[src/rtl/fan_spinup_pkg.sv]
package fan_spinup_pkg;
  typedef enum logic [1:0] {
    STRAP_LOW  = 2'b00,
    STRAP_OPEN = 2'b01,
    STRAP_HIGH = 2'b10,
    STRAP_HI2  = 2'b11
  } strap_t;

  // Startup code for a strap level; full is all ones, open is three quarters.
  function automatic logic [8:0] startup_code(input logic [1:0] s);
    case (s)
      2'b00:   startup_code = 9'd0;
      2'b01:   startup_code = 9'd383;
      default: startup_code = 9'd511;
    endcase
  endfunction
endpackage

[src/rtl/fan_tach_sync.sv]
module fan_tach_sync (
  input  logic clk,
  input  logic rst_n,
  input  logic tach_i,
  output logic rise_o
);
  logic s0_q, s1_q, prev_q;

  always_ff @(posedge clk) begin
    if (!rst_n) begin
      s0_q   <= 1'b0;
      s1_q   <= 1'b0;
      prev_q <= 1'b0;
    end else begin
      s0_q   <= tach_i;
      s1_q   <= s0_q;
      prev_q <= s1_q;
    end
  end

  assign rise_o = s1_q & ~prev_q;

  // an edge is reported for one cycle only
  assert_rise_single_R5: assert property (@(posedge clk) disable iff (!rst_n)
    rise_o |=> !rise_o);
endmodule

[src/rtl/fan_seq.sv]
module fan_seq #(
  parameter int DW    = 9,
  parameter int TMRW  = 16
) (
  input  logic            clk,
  input  logic            rst_n,
  input  logic            tick_i,
  input  logic            rise_i,
  input  logic            spin_en_i,
  input  logic [TMRW-1:0] limit_i,
  input  logic [DW-1:0]   start_code_i,
  input  logic            wr_en_i,
  input  logic [DW-1:0]   wr_code_i,
  output logic [DW-1:0]   drive_o,
  output logic            fail_o
);
  localparam logic [DW-1:0] FULL = {DW{1'b1}};

  logic [DW-1:0]   prog_q;
  logic [TMRW-1:0] timer_q;
  logic            spinning_q, edge_seen_q, fail_q;

  always_ff @(posedge clk) begin
    if (!rst_n) begin
      prog_q      <= start_code_i;
      timer_q     <= '0;
      spinning_q  <= spin_en_i;
      edge_seen_q <= 1'b0;
      fail_q      <= 1'b0;
    end else begin
      if (wr_en_i) prog_q <= wr_code_i;
      if (spinning_q) begin
        if (rise_i && edge_seen_q) begin
          spinning_q <= 1'b0;
        end else begin
          if (rise_i) edge_seen_q <= 1'b1;
          if (tick_i) begin
            if (timer_q == limit_i - 1'b1) begin
              spinning_q <= 1'b0;
              fail_q     <= 1'b1;
            end else begin
              timer_q <= timer_q + 1'b1;
            end
          end
        end
      end
    end
  end

  assign drive_o = spinning_q ? FULL : prog_q;
  assign fail_o  = fail_q;

  // failure flag is sticky
  assert_fail_sticky_R6: assert property (@(posedge clk) disable iff (!rst_n)
    fail_q |=> fail_q);
  // spin-up never restarts
  assert_no_restart_R10: assert property (@(posedge clk) disable iff (!rst_n)
    !spinning_q |=> !spinning_q);
  // timer stays below the limit
  assert_timer_bound_R3: assert property (@(posedge clk) disable iff (!rst_n)
    timer_q < limit_i);
  // a fail only appears as spin-up ends
  assert_fail_at_end_R6: assert property (@(posedge clk) disable iff (!rst_n)
    $rose(fail_q) |-> $fell(spinning_q));
  // timer moves only on a tick
  assert_tick_only_R7: assert property (@(posedge clk) disable iff (!rst_n)
    !tick_i |=> $stable(timer_q));
endmodule

[src/rtl/fan_spinup_top.sv]
module fan_spinup_top #(
  parameter int NFANS       = 4,
  parameter int DW          = 9,
  parameter int SHORT_TICKS = 16384,
  parameter int LONG_TICKS  = 32768,
  localparam int FANW = (NFANS > 1) ? $clog2(NFANS) : 1,
  localparam int TMRW = $clog2(LONG_TICKS + 1)
) (
  input  logic                clk,
  input  logic                rst_n,
  input  logic                tick_i,
  input  logic [NFANS-1:0]    tach_i,
  input  logic [1:0]          strap_drv_i,
  input  logic [1:0]          strap_spin_i,
  input  logic                wr_valid_i,
  output logic                wr_ready_o,
  input  logic [FANW-1:0]     wr_fan_i,
  input  logic [DW-1:0]       wr_code_i,
  output logic [NFANS*DW-1:0] drive_o,
  output logic [NFANS-1:0]    spin_fail_o,
  output logic                fail_n_o
);
  import fan_spinup_pkg::*;

  logic [1:0] drv_q, spin_q, drv_sel, spin_sel;
  logic [DW-1:0]   start_code;
  logic [TMRW-1:0] limit;
  logic            spin_en;

  always_ff @(posedge clk) begin
    if (!rst_n) begin
      drv_q  <= strap_drv_i;
      spin_q <= strap_spin_i;
    end
  end

  assign drv_sel    = rst_n ? drv_q  : strap_drv_i;
  assign spin_sel   = rst_n ? spin_q : strap_spin_i;
  assign start_code = DW'(startup_code(drv_sel));
  assign spin_en    = (spin_sel != STRAP_LOW);
  assign limit      = (spin_sel == STRAP_OPEN) ? TMRW'(SHORT_TICKS) : TMRW'(LONG_TICKS);
  assign wr_ready_o = 1'b1;

  for (genvar i = 0; i < NFANS; i++) begin : g_fan
    logic rise;
    fan_tach_sync u_sync (
      .clk(clk), .rst_n(rst_n), .tach_i(tach_i[i]), .rise_o(rise)
    );
    fan_seq #(.DW(DW), .TMRW(TMRW)) u_seq (
      .clk(clk), .rst_n(rst_n), .tick_i(tick_i), .rise_i(rise),
      .spin_en_i(spin_en), .limit_i(limit), .start_code_i(start_code),
      .wr_en_i(wr_valid_i && (wr_fan_i == FANW'(i))), .wr_code_i(wr_code_i),
      .drive_o(drive_o[i*DW +: DW]), .fail_o(spin_fail_o[i])
    );
  end

  assign fail_n_o = ~|spin_fail_o;

  // sampled straps hold after reset
  assert_strap_hold_R8: assert property (@(posedge clk) disable iff (!rst_n)
    1'b1 |=> ($stable(drv_q) && $stable(spin_q)));
endmodule

[config.mk]
export PLATFORM = sky130hd
export DESIGN_NAME = fan_spinup_top
export DESIGN_NICKNAME = d
export VERILOG_FILES = /design/src/rtl/fan_spinup_pkg.sv /design/src/rtl/fan_tach_sync.sv /design/src/rtl/fan_seq.sv /design/src/rtl/fan_spinup_top.sv
export SDC_FILE = /design/constraint.sdc
export NUM_CORES = 1
export LEC_CHECK = 0
export BUFFER_PORTS_ARGS = -buffer_cell sky130_fd_sc_hd__buf_4
export CORE_UTILIZATION = 35
export DETAILED_ROUTE_END_ITERATION = 10
export GPL_TIMING_DRIVEN = 0
export HOLD_SLACK_MARGIN = 0.06
export SLEW_MARGIN = 20
export SYNTH_ARGS = -nofsm -noshare
export SYNTH_HDL_FRONTEND = slang
export SYNTH_SLANG_ARGS = --single-unit
[constraint.sdc]
create_clock -name clk -period 3.25 [get_ports clk]
set_clock_uncertainty 0.15 [all_clocks]
set_input_delay 0.1625 -clock clk [delete_from_list [all_inputs] [get_ports clk]]
set_output_delay 0.1625 -clock clk [all_outputs]
set_load 0.02 [all_outputs]
==> results.toml <==
[worst_setup_path]
path_cells = "ha_1, nand3_1, or3_1, nor4b_4, buf_2, buf_4, o21ai_0, a21oi_1"
cp-start-kind = "flop"
critPathBufInv = 2
timing.rr.start = "g_fan[2].u_seq.timer_q[0]"
r2r-end = "g_fan[2].u_seq.timer_q[5]"
r2r_cells = 8
worstSetupPathType = "flop to flop"
cp_max_fo = 10
cp-end-kind = "flop"
critPathTopFamily = "simple AND/OR/NAND/NOR gates"
crit_arrival_ns = 3.02
crit_slowest_cell = "or3_1"
slowest_delay_ns = 0.49
worstPathRequired_ns = 3.44
rrSetupSlack_ns = 0.43

[synth]
synth_area_per_cell_sq_um = 9.262
synth_nets = 656
synth_top_area_cell = "dfxtp_1"
netlist-cell-type-count = 46
synth_edf_count = 36
synth_area_leaders = "dfxtp_1 (31%), edfxtp_1 (19%), a21oi_1 (4.5%)"
synthCells = 629
syn-cell-area_sq_mm = 0.005826
ys_seq_area_share_pct = 49.48
synth_seq_cells = 126
ys_warn_count = 0
async_flop_share_pct = 0
netlist.area_leader.share_pct = 30.93
synth_ff_type = "dfxtp_1"

[clocking]
clock_path_buffers = 2
tritoncts = "done"
cts_sinks = 126
cts_setup_buffers = 0
cts_made_buffers = 17
h-tree-depth = 4
clk_pin_slew_worst_paths_ns = 0.06
cts_root_buf = "clkbuf_16"
cts_hold_buf = 10
clk_latency_ns = 0.42
cts-resized-gates = 0

[finish]
multiInputGateArea_sq_mm = 0.002650
antennaDiodeCount = 0
area_delta_synth_final_pct = 24.87
num-nets-final = 747
fill_cells = 1487
regArea_sq_mm = 0.002883
drive_above_1_share_pct = 21.01

[global_route]
grt_pass1_wl_mm = 24.53
grt_max_degree = 17
grt_overflow_total = 0
antenna_found_initial = 0
grt_pass1_vias = 4910
grt_use_total_pct = 19.07

[timing]
period_minus_slack_ns = 2.823
worst_slack_ns = 0.4273
fin_crit_sh_pct = 86.85
finalHoldViolCount = 0
slew_violations = 0
rsz0062_at_grt = "no"
fin_setup_tns_ns = 0
max_slew_margin_pct = 40.53
worst_pin_slew_ns = 0.8861
setup_violations = 0
fmax_ghz = 0.3543

[detailed_routing]
vias_per_cell = 5.310
wl_mm = 15.00
first_pass_iters = 5
detail-route-antenna-nets = 0
drc = 0
wl_per_cell_um = 15.80
drtIter0Drc = 261
vias = 5039

[floorplan]
design.core.area_sq_mm = 0.01606
fp-row-count = 46
die_w_um = 131.0
io_pins = 65
fp.dieArea_sq_mm = 0.01716
start_util_pct = 36.28
die_h_um = 131.0

[power_and_ir_drop]
p_leak_nw = 2.522
power_density_mw_per_mm2 = 557.1
irDropWorstVdd_mv = 0.4154
finalPower_mw = 4.053

[placed_design]
gp_congestion = 0.8351
dp_hpwl_mm = 10.49
portBuffers = 62
pre_cts_ws_ns = 0.4877

[min_path]
worstHoldStart = "wr_code_i[4]"
hold_path_class = "input port to flop"
min_delay_path_depth = 3
whs_endpoint = "g_fan[1].u_seq.prog_q[4]"

[job]
drv_cap = 0

[outcome]
status = "finished clean"
-- per-stage QoR --
stage / cell area (sq um) / cells / hold WS (ns) / util [%]
2_1_floorplan: 5826 / 629 / 0.1398 / -
3_3_place_gp: 6561 / 907 / 0.2267 / 40.86
3_5_place_dp: 6561 / 907 / 0.2281 / 40.86
4_1_cts: 7274 / 949 / 0.06095 / 45.30
5_1_grt: 7274 / 949 / 0.06846 / 45.30
6_report: 7274 / 949 / 0.07565 / 45.30
-- layout by cell type (no fill, tap or decap), types with 12 or more instances in the layout --
cell type  instances
and2_1            14
edfxtp_1          36
buf_4             68
dfxtp_1           90
nand2_1           55
or2_2             38
nand3_1           32
nor2_1            22
nor4_1            12
nand2b_1          18
o21ai_0           26
inv_1             21
or4_1             21
a21oi_1           52
o31ai_1           27
clkbuf_16         17
nand4_1           16
clkbuf_1          28
mux2i_1           15
or3_1             21
-- how the worst max path moves through the flow --
stage	start	end	slack (ns)	cells after the start
floorplan	g_fan[2].u_seq.timer_q[0]	g_fan[2].u_seq.timer_q[14]	0.98	8
global placement	g_fan[2].u_seq.timer_q[0]	g_fan[2].u_seq.timer_q[5]	0.61	8
detailed placement	g_fan[2].u_seq.timer_q[0]	g_fan[2].u_seq.timer_q[5]	0.49	8
CTS	g_fan[2].u_seq.timer_q[0]	g_fan[2].u_seq.timer_q[5]	0.47	8
global route	g_fan[2].u_seq.timer_q[0]	g_fan[2].u_seq.timer_q[5]	0.31	8
finish	g_fan[2].u_seq.timer_q[0]	g_fan[2].u_seq.timer_q[5]	0.43	8
-- cell type report --
type                       count  share of cell area [%]
sequential                   126                   39.63
multi-input combinational    440                   36.43
timing repair buffer          72                   7.774
clock buffer                  17                   5.848
tap                          216                   3.715
buffer                        41                   2.890
clock inverter                15                   2.580
inverter                      22                   1.135
-- worst register-to-register path, delay by kind of cell (launching register included) --
family	cells	cell delay (ns)
and+or+nand+nor	3	1.22
buffers and inverters	2	0.53
DFF	1	0.39
AOI/OAI and AO/OA	2	0.27
adders and majority gates	1	0.19
-- cells in the mapped netlist, drive strengths merged (22+ instances only) --
library cell,number
dfxtp,90
a21oi,52
o31ai,27
nor2,22
o21ai,30
edfxtp,36
nand3,32
clkbuf,28
or2,38
or3,22
nand2,55
-- state kept, by name, summed over array words and instances (netlist names) --
name / count
g_fan.u_seq.spinning_q: 4
g_fan.u_seq.timer_q: 64
g_fan.u_seq.prog_q: 36
g_fan.u_sync.prev_q: 4
g_fan.u_seq.fail_o: 4
g_fan.u_sync.s0_q: 4
spin_q: 2
g_fan.u_sync.s1_q: 4
g_fan.u_seq.edge_seen_q: 4
-- power breakdown --
group / internal, mW / switching [mW]
Combinational: 0.149 / 0.223
Sequential: 1.70 / 0.0259
Clock: 1.21 / 0.744
Total: 3.06 / 0.994
-- cells by family after synthesis --
family / Yosys count / synth area share (%)
adder cells (fa/ha/maj): 4 / 0.8591
flip-flops: 126 / 49.48
AO/OA/AOI/OAI: 125 / 12.48
other: 1 / 0.06437
buffers and inverters: 63 / 5.026
AND/OR/NAND/NOR: 293 / 29.12
multiplexers: 17 / 2.964
-- layer usage --
metal,GRT usage [%],part of all wire (%),vias to the layer above
li1,-,-,2483
met4,9.060,1.8,0
met5,0,0,-
met1,23.39,45,2378
met2,30.53,47,157
met3,5.863,6.8,21
(Power assumes the default switching activity.)
